**src/rtl/mmap_pkg.sv**
```systemverilog
package mmap_pkg;
  // Default geometry: 64 KB logical space, eight 8 KB windows, 256 pages.
  localparam int unsigned MM_LA_W    = 16;
  localparam int unsigned MM_WIN_BITS = 3;
  localparam int unsigned MM_PAGE_W  = 8;

  // Offset width that passes through untranslated.
  function automatic int unsigned ofs_width(input int unsigned la_w,
                                            input int unsigned win_bits);
    return la_w - win_bits;
  endfunction
endpackage

```
**src/rtl/mmap_page_file.sv**
```systemverilog
module mmap_page_file #(
  parameter int unsigned WIN_BITS = 3,
  parameter int unsigned PAGE_W   = 8,
  localparam int unsigned NWIN    = 1 << WIN_BITS
) (
  input  logic                           clk,
  input  logic                           rst,
  input  logic                           wr_en,
  input  logic [WIN_BITS-1:0]            wr_idx,
  input  logic [PAGE_W-1:0]              wr_page,
  input  logic                           lock_win0,
  output logic [NWIN-1:0][PAGE_W-1:0]    pages_o
);

  logic [NWIN-1:0] hit;

  for (genvar g = 0; g < NWIN; g++) begin : g_slot
    logic [PAGE_W-1:0] slot_q;

    // Window 0 carries the lock qualifier; the others decode the index only.
    if (g == 0) begin : g_locked
      assign hit[g] = wr_en && (wr_idx == WIN_BITS'(g)) && !lock_win0;
    end else begin : g_open
      assign hit[g] = wr_en && (wr_idx == WIN_BITS'(g));
    end

    always_ff @(posedge clk) begin
      if (rst)          slot_q <= PAGE_W'(g);
      else if (hit[g])  slot_q <= wr_page;
    end

    assign pages_o[g] = slot_q;
  end

  AST_WRITE_LANDS: assert property (@(posedge clk) disable iff (rst)
    (wr_en && !(lock_win0 && wr_idx == '0)) |=> (pages_o[$past(wr_idx)] == $past(wr_page)));

  AST_LOCK_HOLDS: assert property (@(posedge clk) disable iff (rst)
    (wr_en && lock_win0 && wr_idx == '0) |=> $stable(pages_o));

  AST_IDLE_STABLE: assert property (@(posedge clk) disable iff (rst)
    !wr_en |=> $stable(pages_o));

endmodule

```
**src/rtl/mmap_page_sel.sv**
```systemverilog
module mmap_page_sel #(
  parameter int unsigned WIN_BITS = 3,
  parameter int unsigned PAGE_W   = 8,
  localparam int unsigned NWIN    = 1 << WIN_BITS
) (
  input  logic [NWIN-1:0][PAGE_W-1:0] pages_i,
  input  logic [WIN_BITS-1:0]         sel_i,
  output logic [PAGE_W-1:0]           page_o
);
  assign page_o = pages_i[sel_i];
endmodule

```
**src/rtl/pager_mmu.sv**
```systemverilog
module pager_mmu
  import mmap_pkg::*;
#(
  parameter int unsigned LA_W     = MM_LA_W,
  parameter int unsigned WIN_BITS = MM_WIN_BITS,
  parameter int unsigned PAGE_W   = MM_PAGE_W,
  localparam int unsigned OFS_W   = ofs_width(LA_W, WIN_BITS),
  localparam int unsigned PA_W    = PAGE_W + OFS_W,
  localparam int unsigned NWIN    = 1 << WIN_BITS
) (
  input  logic                clk,
  input  logic                rst,
  input  logic [LA_W-1:0]     log_addr,
  output logic [PA_W-1:0]     phys_addr,
  input  logic                wr_en,
  input  logic [WIN_BITS-1:0] wr_idx,
  input  logic [PAGE_W-1:0]   wr_page,
  input  logic                lock_win0,
  input  logic [WIN_BITS-1:0] rd_idx,
  output logic [PAGE_W-1:0]   rd_page
);

  logic [NWIN-1:0][PAGE_W-1:0] pages;
  logic [PAGE_W-1:0]           xl_page;
  logic [WIN_BITS-1:0]         win_sel;

  assign win_sel = log_addr[LA_W-1 -: WIN_BITS];

  mmap_page_file #(.WIN_BITS(WIN_BITS), .PAGE_W(PAGE_W)) i_file (
    .clk       (clk),
    .rst       (rst),
    .wr_en     (wr_en),
    .wr_idx    (wr_idx),
    .wr_page   (wr_page),
    .lock_win0 (lock_win0),
    .pages_o   (pages)
  );

  // Address path: window index picks the page.
  mmap_page_sel #(.WIN_BITS(WIN_BITS), .PAGE_W(PAGE_W)) i_xl_sel (
    .pages_i (pages),
    .sel_i   (win_sel),
    .page_o  (xl_page)
  );

  // Software read path.
  mmap_page_sel #(.WIN_BITS(WIN_BITS), .PAGE_W(PAGE_W)) i_rd_sel (
    .pages_i (pages),
    .sel_i   (rd_idx),
    .page_o  (rd_page)
  );

  assign phys_addr = {xl_page, log_addr[OFS_W-1:0]};

  AST_READ_AGREES: assert property (@(posedge clk) disable iff (rst)
    (rd_idx == win_sel) |-> (rd_page == phys_addr[PA_W-1 -: PAGE_W]));

endmodule

```
**config.mk**
```make
export PLATFORM = sky130hd
export DESIGN_NAME = pager_mmu
export DESIGN_NICKNAME = d
export VERILOG_FILES = /design/src/rtl/mmap_pkg.sv /design/src/rtl/mmap_page_file.sv /design/src/rtl/mmap_page_sel.sv /design/src/rtl/pager_mmu.sv
export SDC_FILE = /design/constraint.sdc
export NUM_CORES = 1
export LEC_CHECK = 0
export ABC_AREA = 1
export BUFFER_PORTS_ARGS = -buffer_cell sky130_fd_sc_hd__buf_4
export CAP_MARGIN = 5
export CORE_MARGIN = 2
export CORE_UTILIZATION = 61
export DETAILED_ROUTE_END_ITERATION = 16
export PLACE_DENSITY = 0.9
export SYNTH_ARGS = -nofsm -noshare
export SYNTH_HDL_FRONTEND = slang
export SYNTH_SLANG_ARGS = --single-unit
export TNS_END_PERCENT = 100
```
**constraint.sdc**
```tcl
create_clock -name clk -period 1.1 [get_ports clk]
set_input_delay 0.055 -clock clk [delete_from_list [all_inputs] [get_ports clk]]
set_output_delay 0.055 -clock clk [all_outputs]
set_load 0.1 [all_outputs]
```
==> summary.txt <==
Initial DRC count: 859
Placed Area: 4438 um^2
HP Class: in2reg
CTS Buf Count: 9
Worst-margin pin slew: 0.4596 ns
Post-route setup slack: -0.3225 ns
WS Path Type: reg2out
Clk Latency, worst-skew pair: 0.34 ns
Fin crit period: 1.422 ns
Peak supply drop: 923.4 uV
Leak: 2.649 nW
RSZ-0062 raised after global routing: true
Final nets: 754
Clk slew on worst S/H paths: 0.07 ns
Max_slew headroom: 0.6932
Worst Path Arrival: 1.37 ns
Final Slew Violations: 0
Final hold vios: 0
Synth Register Bits: 64
Critical Path RT: 1.04 ns
Failing checks: setup timing
Core Rows: 29
FMAX: 0.7030 GHz
Mapped Nets: 718
Synth unique cells: 22
Remaining DRCs: 0
Synthesized area: 3941 um^2
Critical path capture point type: output pin
Setup Skew: 0 ns
Buffers on Ports: 36
Syn avg cell area: 5.762 um^2
Max Cap Violations: 0
Dpl hpwl: 8.647 mm
Design Area, Final: 5313 um^2
P&R area growth vs syn: 34.79%
Antenna cells: 0
Post-synth top area share: 0.3251
Post-synthesis sequential area ratio: 0.3251
CTS tree: done
Global-route wire length before repair: 20.65 mm
Area leader, netlist: dfxtp_1
Largest net degree at the start of global routing: 62
Die Height: 84.38 um
Vias per inst: 6.044
Multi-input gate area: 2465 um^2
Regs by FF count: i_file.g_slot.slot_q: 64 flops
Fillers: 325
Outcome: finished with violations
Detailed Route WL: 14.40 mm
Sink Count: 64
Setup TNS: -4.314 ns
Boundary Pins: 63
Maximum clock insertion buffer count: 2
1st-pass router iterations: 6
Global route overflow: 0
Register area: 1358 um^2
Kind of start point of the critical path: flop
Crit-path max FO: 2
Fin crit share: 1.293
Core Box Area: 6314 um^2
Layout cell share with drive strength beyond 1: 0.4359
Post-layout util: 0.8415
Largest Register: i_file.g_slot.slot_q
Initial Util: 0.6243
Root Driver: clkbuf_8
Chip width: 84.38 um
Yosys warnings: 0
Setup Viol. Count Final: 17
Top cells by area, synth: dfxtp_1 (33%), nand2_1 (22%), nor2_1 (9.9%)
Syn Inst Count: 684
Vias in the first global route: 4238
GPL Wtd Cong: 0.9785
Commonest non-fill, non-tap cell in the layout: nand2_1
GRT Overall Usage: 0.3668
Max FFs per register: 64
P per Cell Area: 1224 nW/um^2
Final ANT Viol Nets: 0
Die ar.: 7120 um^2
Initial antenna violation count: 0
Via Count: 4847
Pre-CTS WS: -0.06337 ns
H-tree depth: 3
Routed len/inst: 17.96 um
Commonest cells after routing, fill and taps aside: nand2_1 (156), nor2_1 (104), nand2_2 (67)
Fin Hold WS: 0.04136 ns
[logic make-up (layout without fill, tap and decap cells)]
family / count (synthesis) / count (layout) / synth area share
AOI/OAI and AO/OA: 51 / 51 / 0.06540
DFF: 64 / 64 / 0.3251
buffers and inverters: 136 / 177 / 0.1492
and+or+nand+nor: 433 / 433 / 0.4603
[worst max-delay path: stages (launching register included)]
cell     delay [ns]
dfxtp_2        0.35
inv_2          0.06
nand2_2        0.08
nand3_2        0.09
nand2_2        0.09
nand2_2        0.07
nand2_4        0.10
buf_12         0.17
[repair_timing]
action | 4_1_cts | 5_1_grt
pin swaps | 28 | 42
buffers inserted | 4 | 6
gates cloned | 0 | 1
hold buffers | 2 | 0
endpoints found under the hold margin | 5 | 0
endpoints found under the setup margin | 16 | 32
resized for setup | 171 | 77
[Yosys cell counts, drive strengths merged]
library cell and number:
a21oi 3, inv 87, nor2 110, nand4 8, o21ai 47, nand2 243, dfxtp 64, nand3 72
clkinv 6, clkbuf 12, buf 31, o211ai 1
[final timing paths]
kind | startpoint | endpoint | slack, ns | depth (start not counted)
min reg2reg | i_file.g_slot[6].slot_q[1] | i_file.g_slot[6].slot_q[1] | 0.47 | 2
max reg2reg | i_file.g_slot[0].slot_q[5] | i_file.g_slot[0].slot_q[5] | 0.32 | 3
min | wr_page[0] | i_file.g_slot[1].slot_q[0] | 0.04 | 3
max | i_file.g_slot[3].slot_q[4] | phys_addr[17] | -0.32 | 7
[power by group]
part	leakage [nW]	switching (mW)	internal (mW)
clock	0.103	0.876	1.16
sequential	0.539	0.0594	2.41
combinational	2.01	1.31	0.686
[per-stage QoR]
step                power, mW  cells
floorplan               3.830    684
global placement        4.016    773
detailed placement      4.049    773
CTS                     6.278    795
global route            6.689    802
finish                  6.503    802
[final cells by class]
class                           instances  area share
Sequential cell                        64      0.2555
Clock buffer                           13     0.02991
Multi-Input combinational cell        484      0.4640
Tap cell                               77     0.01813
Clock inverter                          3    0.007536
Inverter                               93     0.06806
Timing Repair Buffer                   68      0.1569
[layer usage]
| layer | global-route usage | routed length (um) | vias up |
|---|---|---|---|
| li1 | - | - | 2139 |
| met1 | 0.4654 | 5135 | 2131 |
| met2 | 0.5952 | 6425 | 464 |
| met3 | 0.07375 | 1940 | 113 |
| met4 | 0.1833 | 898 | 0 |
| met5 | 0 | 0 | - |
(Power assumes the default switching activity.)
